### config.mk
export PLATFORM = sky130hd
export DESIGN_NAME = tis_top
export DESIGN_NICKNAME = d
export VERILOG_FILES = /design/src/rtl/tis_pkg.sv /design/src/rtl/tis_addr_dec.sv /design/src/rtl/tis_chan_flags.sv /design/src/rtl/tis_rd_mux.sv /design/src/rtl/tis_top.sv
export SDC_FILE = /design/constraint.sdc
export NUM_CORES = 1
export LEC_CHECK = 0
export BUFFER_PORTS_ARGS = -buffer_cell sky130_fd_sc_hd__buf_2
export CAP_MARGIN = 30
export CORE_MARGIN = 10
export CORE_UTILIZATION = 29
export CTS_CLUSTER_DIAMETER = 50
export DETAILED_ROUTE_END_ITERATION = 12
export PLACE_DENSITY = 0.76
export SLEW_MARGIN = 30
export SYNTH_ARGS = -nofsm -noshare
export SYNTH_HDL_FRONTEND = slang
export SYNTH_SLANG_ARGS = --single-unit
### constraint.sdc
create_clock -name clk -period 1.3 [get_ports clk]
set_input_delay 0.065 -clock clk [delete_from_list [all_inputs] [get_ports clk]]
set_output_delay 0.065 -clock clk [all_outputs]
set_load 0.02 [all_outputs]
### src/rtl/tis_pkg.sv
package tis_pkg;

  typedef enum logic [1:0] {
    MODE_STOP     = 2'b00,
    MODE_INTERVAL = 2'b01,
    MODE_PULSE    = 2'b10,
    MODE_WDOG     = 2'b11
  } tmode_e;

  localparam int FLAG_W  = 4;
  localparam int BIT_IVL = 0;
  localparam int BIT_PGA = 1;
  localparam int BIT_PGB = 2;
  localparam int BIT_WDG = 3;

  // Which flags a channel implements; the watchdog channel trades the
  // pulse flags for the watchdog flag.
  function automatic logic [FLAG_W-1:0] impl_mask(input int ch, input int wd_ch);
    logic [FLAG_W-1:0] m;
    m          = '0;
    m[BIT_IVL] = 1'b1;
    if (ch == wd_ch) begin
      m[BIT_WDG] = 1'b1;
    end else begin
      m[BIT_PGA] = 1'b1;
      m[BIT_PGB] = 1'b1;
    end
    return m;
  endfunction

  // Raw set requests for a mode and its strobes, before masking.
  function automatic logic [FLAG_W-1:0] match_events(input tmode_e mode,
                                                     input logic   hit_a,
                                                     input logic   hit_b);
    logic [FLAG_W-1:0] e;
    e = '0;
    unique case (mode)
      MODE_INTERVAL: e[BIT_IVL] = hit_a;
      MODE_PULSE: begin
        e[BIT_PGA] = hit_a;
        e[BIT_PGB] = hit_b;
      end
      MODE_WDOG:     e[BIT_WDG] = hit_a;
      default:       e = '0;
    endcase
    return e;
  endfunction

  // Clear requests: data bit 0 on an implemented flag clears it.
  function automatic logic [FLAG_W-1:0] clear_events(input logic              wr,
                                                     input logic [FLAG_W-1:0] wd,
                                                     input logic [FLAG_W-1:0] mask);
    return wr ? (~wd & mask) : '0;
  endfunction

  // Set has priority over clear.
  function automatic logic [FLAG_W-1:0] next_flags(input logic [FLAG_W-1:0] cur,
                                                   input logic [FLAG_W-1:0] set_v,
                                                   input logic [FLAG_W-1:0] clr_v);
    return (cur & ~clr_v) | set_v;
  endfunction

endpackage

### src/rtl/tis_addr_dec.sv
module tis_addr_dec #(
  parameter int ADDR_W = 16,
  parameter int NUM_CH = 3,
  parameter int BASE   = 'hF004,
  parameter int STRIDE = 'h100
) (
  input  logic              sel,
  input  logic [ADDR_W-1:0] addr,
  output logic [NUM_CH-1:0] hit
);

  for (genvar c = 0; c < NUM_CH; c++) begin : g_dec
    localparam logic [ADDR_W-1:0] CH_ADDR = ADDR_W'(BASE + c * STRIDE);
    assign hit[c] = sel && (addr == CH_ADDR);
  end

endmodule

### src/rtl/tis_chan_flags.sv
module tis_chan_flags
  import tis_pkg::*;
#(
  parameter int CH_IDX = 0,
  parameter int WD_CH  = 2
) (
  input  logic              clk,
  input  logic              rst_n,
  input  tmode_e            mode,
  input  logic              match_a,
  input  logic              match_b,
  input  logic              wr_hit,
  input  logic [FLAG_W-1:0] wdata,
  output logic [FLAG_W-1:0] flags,
  output logic [FLAG_W-1:0] set_evt,
  output logic [FLAG_W-1:0] clr_evt
);

  localparam logic [FLAG_W-1:0] MASK = impl_mask(CH_IDX, WD_CH);

  logic [FLAG_W-1:0] flags_q;

  assign set_evt = match_events(mode, match_a, match_b) & MASK;
  assign clr_evt = clear_events(wr_hit, wdata, MASK);

  always_ff @(posedge clk or negedge rst_n) begin
    if (!rst_n) flags_q <= '0;
    else        flags_q <= next_flags(flags_q, set_evt, clr_evt);
  end

  assign flags = flags_q;

endmodule

### src/rtl/tis_rd_mux.sv
module tis_rd_mux
  import tis_pkg::*;
#(
  parameter int NUM_CH = 3,
  parameter int DATA_W = 32
) (
  input  logic [NUM_CH-1:0]        hit,
  input  logic [NUM_CH*FLAG_W-1:0] flag_vec,
  output logic [DATA_W-1:0]        rdata
);

  always_comb begin
    rdata = '0;
    for (int c = 0; c < NUM_CH; c++) begin
      if (hit[c]) rdata[FLAG_W-1:0] = rdata[FLAG_W-1:0] | flag_vec[c*FLAG_W +: FLAG_W];
    end
  end

endmodule

### src/rtl/tis_top.sv
module tis_top
  import tis_pkg::*;
#(
  parameter int NUM_CH = 3,
  parameter int WD_CH  = 2,
  parameter int ADDR_W = 16,
  parameter int DATA_W = 32,
  parameter int BASE   = 'hF004,
  parameter int STRIDE = 'h100
) (
  input  logic                clk,
  input  logic                rst_n,
  input  logic [2*NUM_CH-1:0] ch_mode,
  input  logic [NUM_CH-1:0]   match_a,
  input  logic [NUM_CH-1:0]   match_b,
  input  logic                bus_sel,
  input  logic                bus_wr,
  input  logic [ADDR_W-1:0]   bus_addr,
  input  logic [DATA_W-1:0]   bus_wdata,
  output logic [DATA_W-1:0]   bus_rdata,
  output logic [NUM_CH-1:0]   irq
);

  localparam int VEC_W = NUM_CH * FLAG_W;

  logic [NUM_CH-1:0] ch_hit;
  logic [VEC_W-1:0]  flag_vec;
  logic [VEC_W-1:0]  set_vec;
  logic [VEC_W-1:0]  clr_vec;
  logic              wdata_rsv_unused;

  assign wdata_rsv_unused = ^bus_wdata[DATA_W-1:FLAG_W];

  tis_addr_dec #(
    .ADDR_W (ADDR_W),
    .NUM_CH (NUM_CH),
    .BASE   (BASE),
    .STRIDE (STRIDE)
  ) u_dec (
    .sel  (bus_sel),
    .addr (bus_addr),
    .hit  (ch_hit)
  );

  for (genvar c = 0; c < NUM_CH; c++) begin : g_ch
    tis_chan_flags #(
      .CH_IDX (c),
      .WD_CH  (WD_CH)
    ) u_flags (
      .clk     (clk),
      .rst_n   (rst_n),
      .mode    (tmode_e'(ch_mode[2*c +: 2])),
      .match_a (match_a[c]),
      .match_b (match_b[c]),
      .wr_hit  (ch_hit[c] && bus_wr),
      .wdata   (bus_wdata[FLAG_W-1:0]),
      .flags   (flag_vec[c*FLAG_W +: FLAG_W]),
      .set_evt (set_vec[c*FLAG_W +: FLAG_W]),
      .clr_evt (clr_vec[c*FLAG_W +: FLAG_W])
    );
    assign irq[c] = |flag_vec[c*FLAG_W +: FLAG_W];
  end

  tis_rd_mux #(
    .NUM_CH (NUM_CH),
    .DATA_W (DATA_W)
  ) u_rd (
    .hit      (ch_hit),
    .flag_vec (flag_vec),
    .rdata    (bus_rdata)
  );

endmodule

After elaboration in Yosys (flattened, before gate mapping) --
Cells that the tools add are included.
Storage, ports and cells: output and inout bits 35, input port bits 64, register bits after elaboration 12
Operators by class: bitwise operators 12, equality and inequality tests 9, reduce and logical (&&, ||, !) cells 9, muxes and demuxes 12
Operators with widths (count):
- 16-bit == test, second input constant | 3
- 4-bit 2-to-1 mux | 4
- 4-bit inverter | 4
- 4-bit bitwise AND | 3
- 4-bit OR | 3
- 4-bit OR reduction | 3
- 4-bit by 3-bit OR with 4-bit output | 2
- 2-bit by 1-bit == test with 1-bit output, second input constant | 3
- 2-bit == test, second input constant | 3
- 1-bit logical AND | 6
- 3-bit 2-to-1 mux | 2
- 1-bit 2-to-1 mux | 4
- 2-bit 2-to-1 mux | 2

Logic depth before layout (Yosys ltp) --
Gate-level depths: netlist (run 1).
depth in word-level cells 7, mapped depth 4, depth with buffers taken out 3

By module --
Synthesis (run 1) repeated with hierarchy kept, for this count alone.
Unflattened totals: cells, all modules 109, area total of the unflattened synthesis 929.6 sq um
Modules (own cells, without submodules):
- tis_chan_flags (g_ch[0].u_flags ...) | times used 2, seq. area each 75.1 sq um, cells each 20, area an instance 177.7 sq um
- tis_rd_mux | times used 1, seq. area each 0.0 sq um, cells each 37, area an instance 269.0 sq um
- tis_chan_flags (g_ch[2].u_flags) | times used 1, seq. area each 50.0 sq um, cells each 18, area an instance 166.4 sq um
- tis_addr_dec | times used 1, seq. area each 0.0 sq um, cells each 8, area an instance 97.6 sq um
- tis_top | times used 1, seq. area each 0.0 sq um, cells each 6, area an instance 41.3 sq um

Least setup slack after synthesis (run 1) --
Ideal clock, no wire load.
path kind input to output, from input port bus_addr[11], to output port bus_rdata[1], cell stages on the path 4, data arrival time 1.435 ns, slack -0.200 ns, cell sequence or4b_1 -> nor4_2 -> buf_4 -> nor3b_2
On the way: word-level cells in the longest chain between the ends 7, elaborated cells on any way between the ends 11, those cells by class 3 x eq/ne; 3 x mux; 2 x bitwise; 3 x reduce/logical
Ends and longest elaborated chain:
- start: declaration | line tis_top.sv:18 | input logic [ADDR_W-1:0] bus_addr,
- 16-bit == test | line tis_addr_dec.sv:14 | assign hit[c] = sel && (addr == CH_ADDR);
- 1-bit logical AND | line tis_addr_dec.sv:14
- 4-bit 2-to-1 mux | line tis_rd_mux.sv:15 | if (hit[c]) rdata[FLAG_W-1:0] = rdata[FLAG_W-1:0] | flag_vec[c*FLAG_W +: FLAG_W];
- 4-bit OR | line tis_rd_mux.sv:15
- 4-bit 2-to-1 mux | line tis_rd_mux.sv:15
- 4-bit OR | line tis_rd_mux.sv:15
- 4-bit 2-to-1 mux (*) | line tis_rd_mux.sv:15
- end: declaration | line tis_top.sv:20 | output logic [DATA_W-1:0] bus_rdata,
Mark *: on every way between the ends. The rest lies on a longest branch, timed or not.

Worst setup path after layout (run 1) --
from input port bus_addr[0], to output port bus_rdata[2]
Same word-level chain as after synthesis.

==> metrics.log, run 1 <==
[metrics] outcome: finished, violations left
[metrics] failing checks: setup timing
[metrics] final WL: ~2200 um
[metrics] min-delay worst type: in2reg
[metrics] total number of H-tree levels: 1
[metrics] register bit count reported by yosys: 8
[metrics] later-pin clock latency in the skew report: approximately 0.25 ns
[metrics] CP Launch Type: primary input
[metrics] half-perimeter wire length after placement: about 2100 um
[metrics] vias in the first global route: around 820
[metrics] detailed-route DRC error count: 0
[metrics] pin count of the biggest net entering global routing: 12
[metrics] pre-CTS WS: -0.181 ns
[metrics] destination of the critical timing path: bus_rdata[2]
[metrics] maximum frequency from static timing analysis: between 600 and 700 MHz
[metrics] type of the worst setup path: in2out
[metrics] global-route wire length before repair: 3490 um
[metrics] Iteration-0 DRC Markers: 10
[metrics] CTS Sinks: 8
[metrics] Register-to-Register Setup Slack: approximately 0.59 ns
[metrics] remaining number of nets flagged by the antenna check after routing: 0
[metrics] Post-Syn Area per Cell: 8.54 um2
[metrics] I/O pin count: 99
[metrics] antenna violations before repair: 0
[metrics] overflow left after global routing: 0
[metrics] crit path setup slack, layout: -0.136 ns
[metrics] First-pass DRT Iterations: 4
[metrics] final worst path period need: 1.44 ns
[metrics] max-cap viol count: 0
[metrics] depth of the most critical reg-to-reg path: 2
[metrics] fraction of final layout cells sized beyond drive strength 1: 0.385
[metrics] sequential cell area fraction in the yosys report: 0.252
[metrics] Syn-to-layout area delta: 25.5%
[metrics] antenna diode count: 0
[metrics] number of buffers on the longest clock path: 2
[metrics] routed via count divided by cell count: 4.42
[metrics] count of buffers inserted at the top-level ports: between 40 and 50
[metrics] routed vias: 730
[metrics] Initial Util: 0.312
[metrics] number of buffers added by the clock tree synthesis step: 3
[metrics] total placed cells including tap cells: roughly 160
[metrics] max reg flops: 8
[metrics] ratio of total power to cell area: ~620 nW/um2
[metrics] Yosys warning count: 0
[metrics] setup violators final: 4
[metrics] startpoint of the most critical register-to-register path: g_ch[2].u_flags.flags[3]
[metrics] Horiz. Die Dim: 72.3 um
[metrics] kind of end point of the critical path: primary output
[metrics] post-layout utilization of the core: 0.392
[metrics] final RePlAce weighted congestion: just over 0.8
[metrics] Tot GR Track Use: 0.0799
[metrics] total power: a little over 0.0006 W
[metrics] RSZ-0062 raised after global routing: yes
[metrics] startpoint of the worst setup timing path: bus_addr[0]
[metrics] number of hold-slack violations in the final timing report: 0
[metrics] static leakage: 0.501 nW
[metrics] layout net count: 201
[metrics] post-synthesis cell count: a little over 90
[metrics] standard-cell row count: 18
[metrics] reg-to-reg critical path endpoint: g_ch[2].u_flags.flags[3]
[metrics] synthesized area: between 700 and 800 um2
[metrics] final worst path period share: 1.10
[metrics] TritonCTS clock tree: yes
[metrics] area of the die: around 5200 um2
[metrics] clk_skew: 0 ns
[metrics] critical path required time: between 1 and 1.5 ns
[metrics] data arrival time of the critical path: about 1.4 ns
[metrics] total negative slack: -0.478 ns
[metrics] Filler Cell Count: about 270
[metrics] post-synth cell types: 27
[metrics] Critical Path Fanout Max: 5
[metrics] height of the die: between 70 and 80 um
[metrics] maximum VDD drop: approximately 0.31 mV
[metrics] Core Area: between 2000 and 3000 um2
[metrics] WL per Instance: around 14 um
[metrics] post-layout instance count excluding filler cells: approximately 170
[metrics] library cell used as clock root buffer: clkbuf_4
[metrics] register clock-pin slew on the reported worst setup and hold paths: about 0.05 ns
[metrics] final-report max-slew violation count: 0
-- power by group --
| group | switching [W] | internal, W | leakage (nW) | total, W |
|---|---|---|---|---|
| clock | 0.0000754 | 0.000105 | 0.0138 | 0.000180 |
| combinational | 0.000123 | 0.0000616 | 0.418 | 0.000185 |
| sequential | 0.000000522 | 0.000250 | 0.0700 | 0.000251 |
| total | 0.000199 | 0.000417 | 0.501 | 0.000616 |
-- worst max-delay path: stages --
cell     delay [ns]
buf_6          0.09
or4_4          0.53
nor4_4         0.30
nor3b_2        0.23
buf_4          0.17
-- synth_stat cells --
cell type | instances | share of area
nand2b_1 | 4 | 0.031
dfrtp_1 | 8 | 0.25
nor4_1 | 3 | 0.024
a21oi_1 | 7 | 0.044
and3b_1 | 7 | 0.077
nand3b_1 | 1 | 0.0095
a31oi_1 | 2 | 0.016
nand4_1 | 1 | 0.0079
or3b_2 | 1 | 0.011
nor4_2 | 1 | 0.016
or4_1 | 1 | 0.0095
or3_1 | 2 | 0.016
or4b_1 | 1 | 0.013
and4b_1 | 1 | 0.013
nor4bb_1 | 1 | 0.013
buf_4 | 29 | 0.27
conb_1 | 1 | 0.0047
o21ai_0 | 1 | 0.0063
clkbuf_1 | 2 | 0.0095
nand3_1 | 1 | 0.0063
mux2i_1 | 3 | 0.038
nor3_1 | 3 | 0.019
nor4b_1 | 1 | 0.011
nor3b_2 | 2 | 0.031
nor2_1 | 7 | 0.033
or2_2 | 1 | 0.0079
and2_1 | 1 | 0.0079
-- logic make-up (layout without fill, tap and decap cells) --
logic type / Yosys count / count (layout) / share of synthesized area
other: 1 / 28 / 0.00472
DFF: 8 / 8 / 0.252
muxes: 3 / 3 / 0.0378
AOI/OAI and AO/OA: 10 / 10 / 0.0661
and+or+nand+nor: 40 / 40 / 0.356
buffers and inverters: 31 / 46 / 0.283
-- how the worst min path moves through the flow --
stage / start / to / slack (ns) / depth (start not counted)
2_1_floorplan: rst_n / g_ch[0].u_flags.flags[0] / -0.23 / 0
4_1_cts: ch_mode[5] / g_ch[2].u_flags.flags[3] / 0.10 / 3
3_3_place_gp: rst_n / g_ch[1].u_flags.flags[0] / -0.09 / 1
6_report: ch_mode[5] / g_ch[2].u_flags.flags[3] / 0.11 / 3
3_5_place_dp: rst_n / g_ch[1].u_flags.flags[0] / -0.08 / 1
5_1_grt: ch_mode[5] / g_ch[2].u_flags.flags[3] / 0.13 / 3
-- per-stage QoR --
step | instance area (um2) | hold WS, ns
floorplan | 918 | -0.231
global placement | 943 | -0.0856
detailed placement | 943 | -0.0848
CTS | 993 | 0.102
global route | 997 | 0.129
finish | 997 | 0.109
-- area by class of cell --
cell class              count  area (um2)  share of cell area
flip-flops and latches      8         200               0.201
multi-input cells          81         493               0.494
clock buffers               3        22.5              0.0226
well taps                  30        37.5              0.0376
repair buffers             43         244               0.245
-- what timing repair did --
action	4_1_cts	5_1_grt
hold buffers	1	0
setup buffers	0	0
resized for setup	5	1
pin swaps	1	0
setup endpoints to repair	4	4
hold endpoints to repair	8	0
-- placed cells by master (no fill, tap or decap), types with 2 or more instances in the layout --
cell type   n
nor3_1      3
buf_6       3
buf_2      37
nor2_1      7
nand2b_1    4
a21oi_1     7
dfrtp_1     8
conb_1     28
or3_1       2
clkbuf_4    3
and3b_1     7
buf_4       2
nor4_1      3
mux2i_1     3
a31oi_1     2
-- metal layers --
metal / routed length (um) / vias to the layer above / track usage
met4: 17 / 0 / 0.0387
met5: 0 / - / 0
met2: 1030 / 47 / 0.131
met1: 791 / 320 / 0.0728
li1: - / 361 / -
met3: 411 / 2 / 0.0571
Note: power is estimated with default switching activity, not from simulation.
==> run 2, diff against run 1 <==
==> constraint.sdc (replaced) <==
create_clock -name clk -period 1.3 [get_ports clk]
set_input_delay 0.13 -clock clk [delete_from_list [all_inputs] [get_ports clk]]
set_output_delay 0.13 -clock clk [all_outputs]
set_load 0.02 [all_outputs]
==> run 2 against run 1 <==
- the flow still finishes with violations (setup timing)
- wire length is 6.0% higher
- maximum frequency shrank 8.9%
- final cell count rose by 2.4%
- worst setup slack got worse by 0.14 ns
- global-route usage increased by 0.22 points
- critical path depth unchanged
- largest power group unchanged
- sequential share of layout area shrank 0.91 points
- largest cell class unchanged
- sequential power about the same
- highest routed layer is now met3
- power rose by 1.1%
==> metrics.log, run 2 (synthesized netlist as in run 1, its figures left out) <==
[metrics] cell class contributing the biggest share of worst-path delay: simple AND/OR/NAND/NOR gates
[metrics] maximum frequency from static timing analysis: 634 MHz (-8.9%)
[metrics] final RePlAce weighted congestion: 0.812 (about the same)
[metrics] fraction of final layout cells sized beyond drive strength 1: 0.410 (+0.0249)
[metrics] pin count of the biggest net entering global routing: 12 (unchanged)
[metrics] maximum VDD drop: 0.334 mV (+7.0%)
[metrics] sequential power share: 0.403 (-0.004)
[metrics] TritonCTS clock tree: yes
[metrics] number of buffers added by the clock tree synthesis step: 3 (unchanged)
[metrics] CTS Sinks: 8 (unchanged)
[metrics] Initial Util: 0.312 (unchanged)
[metrics] remaining number of nets flagged by the antenna check after routing: 0 (unchanged)
[metrics] routed via count divided by cell count: 4.41 (-0.23%)
[metrics] final worst path period need: 1.58 ns (+0.140 ns)
[metrics] library cell used as clock root buffer: clkbuf_4
[metrics] Syn-to-layout area delta: 31.5%
[metrics] antenna violations before repair: 0 (unchanged)
[metrics] global-route wire length before repair: 3530 um (+0.97%)
[metrics] RSZ-0062 raised after global routing: yes
[metrics] detailed-route DRC error count: 0 (unchanged)
[metrics] number of hold-slack violations in the final timing report: 0 (unchanged)
[metrics] later-pin clock latency in the skew report: 0.25 ns (about the same)
[metrics] outcome: finished, violations left
[metrics] final WL: 2380 um (+6.0%)
[metrics] standard-cell row count: 18 (unchanged)
[metrics] most common library cell in the layout ignoring fill and taps: buf_2
[metrics] half-perimeter wire length after placement: 2090 um (+1.6%)
[metrics] most frequent cells in the layout: buf_2 (35), conb_1 (28), dfrtp_1 (8)
[metrics] Iteration-0 DRC Markers: 21 (+11)
[metrics] static leakage: 0.527 nW (+5.1%)
[metrics] Critical Path Fanout Max: 5 (unchanged)
[metrics] final worst path period share: 1.21 (+0.108)
[metrics] clk_skew: 0 ns (unchanged)
[metrics] total number of H-tree levels: 1 (unchanged)
[metrics] I/O pin count: 99 (unchanged)
[metrics] type of the worst setup path: in2out
[metrics] clock network fraction of total power: 0.299 (+0.006)
[metrics] final-report max-slew violation count: 0 (unchanged)
[metrics] count of buffers inserted at the top-level ports: 41 (unchanged)
[metrics] total negative slack: -1.06 ns (-0.587 ns)
[metrics] total power: 0.000622 W (+1.1%)
[metrics] Psw: 0.000205 W (+3.0%)
[metrics] Horiz. Die Dim: 72.3 um (unchanged)
[metrics] ratio of total power to cell area: 595 nW/um2 (-3.5%)
[metrics] power share of the combinational group: 0.298 (-0.002)
[metrics] antenna diode count: 0 (unchanged)
[metrics] data arrival time of the critical path: 1.45 ns (+0.08 ns)
[metrics] crit path setup slack, layout: -0.276 ns (-0.140 ns)
[metrics] min-delay worst type: in2reg
[metrics] layout net count: 205 (+2.0%)
[metrics] Filler Cell Count: 275 (+1.1%)
[metrics] post-route design area: 1040 um2 (+4.8%)
[metrics] routed vias: 746 (+2.2%)
[metrics] CP Launch Type: primary input
[metrics] highest cell delay on the worst timing path: 0.53 ns (about the same)
[metrics] slowest stage cell on the critical path: or4_4
[metrics] max reg flops: 8 (unchanged)
[metrics] height of the die: 72.3 um (unchanged)
[metrics] placed cell areas: 943 um2 (unchanged)
[metrics] setup violators final: 5 (+1)
[metrics] Core Area: 2540 um2 (unchanged)
[metrics] Internal Dissipation: 0.000417 W (+0.13%)
[metrics] switching portion of total power: 0.329 (+0.00621)
[metrics] vias in the first global route: 775 (-5.4%)
[metrics] max-cap viol count: 0 (unchanged)
[metrics] area of the die: 5230 um2 (unchanged)
[metrics] number of buffers and inverters on the critical path: 2 (unchanged)
[metrics] ordered list of cells on the worst path: buf_6 -> or4_4 -> nor4_4 -> nor3b_2 -> buf_4
[metrics] WL per Instance: 14.1 um (+3.5%)
[metrics] register clock-pin slew on the reported worst setup and hold paths: 0.05 ns (about the same)
[metrics] number of buffers on the longest clock path: 2 (unchanged)
[metrics] critical path required time: 1.17 ns (-0.07 ns)
[metrics] kind of end point of the critical path: primary output
[metrics] First-pass DRT Iterations: 4 (unchanged)
[metrics] overflow left after global routing: 0 (unchanged)
[metrics] failing checks: setup timing
[metrics] Tot GR Track Use: 0.0821 (+0.00221)
==> run 2: changes by cell type in the layout (fill, tap and decap cells not counted) <==
| cell | delta |
|---|---|
| or3_1 | -1 |
| buf_6 | +2 |
| or3_4 | +1 |
| buf_2 | -2 |
| buf_4 | +4 |
==> run 2: area by class of cell <==
cell class,instances,area (um2),area share
clock buffer,3,22.5,0.0216
timing repair buffer,47,287,0.274
tap,30,37.5,0.0359
sequential,8,200,0.192
multi-input combinational,81,498,0.477
==> run 2: metal layers <==
| metal | vias up | track usage | wire length, um |
|---|---|---|---|
| met5 | - | 0 | 0 |
| met4 | 0 | 0.0323 | 0 |
| met3 | 0 | 0.0531 | 377 |
| met2 | 49 | 0.136 | 1170 |
| met1 | 330 | 0.0798 | 840 |
| li1 | 367 | - | - |
==> run 2: path summary, 6_finish.rpt <==
check	from	endpoint	slack, ns	cells after the start
min reg2reg	g_ch[2].u_flags.flags[0]	g_ch[2].u_flags.flags[0]	0.56	2
max reg2reg	g_ch[1].u_flags.flags[0]	g_ch[1].u_flags.flags[0]	0.51	3
min	ch_mode[5]	g_ch[2].u_flags.flags[3]	0.17	3
max	bus_addr[0]	bus_rdata[2]	-0.28	5
min in group asynchronous	rst_n	g_ch[1].u_flags.flags[0]	0.25	2
max in group asynchronous	rst_n	g_ch[0].u_flags.flags[1]	0.89	2
==> run 2: power groups by stage <==
stage | logic (W) | clock network (W) | registers (W)
CTS | 0.000182 | 0.000194 | 0.000250
global route | 0.000204 | 0.000207 | 0.000250
floorplan | 0.000177 | 0 | 0.000255
detailed placement | 0.000178 | 0 | 0.000255
finish | 0.000186 | 0.000186 | 0.000250
global placement | 0.000176 | 0 | 0.000255
==> run 2: metrics by stage <==
| stage | hold slack [ns] | utilization | cells | worst slack, ns |
|---|---|---|---|---|
| floorplan | -0.166 | - | 120 | -0.186 |
| global placement | -0.0206 | 0.371 | 161 | -0.280 |
| detailed placement | -0.0184 | 0.371 | 161 | -0.314 |
| CTS | 0.164 | 0.401 | 167 | -0.275 |
| global route | 0.193 | 0.411 | 169 | -0.344 |
| finish | 0.169 | 0.411 | 169 | -0.276 |
==> run 2: worst reg2reg max path: stages, from the launching register on <==
cell     delay, ns
dfrtp_1       0.40
buf_4         0.14
nor2_1        0.10
a21oi_1       0.05
==> run 2: repair_timing <==
item | in CTS | in global routing
pin swaps | 2 | 3
gates resized for setup | 9 | 3
buffers inserted | 2 | 4
endpoints found under the hold margin | 8 | 0
cloned | 0 | 0
endpoints found under the setup margin | 6 | 14
hold buffers | 1 | 0
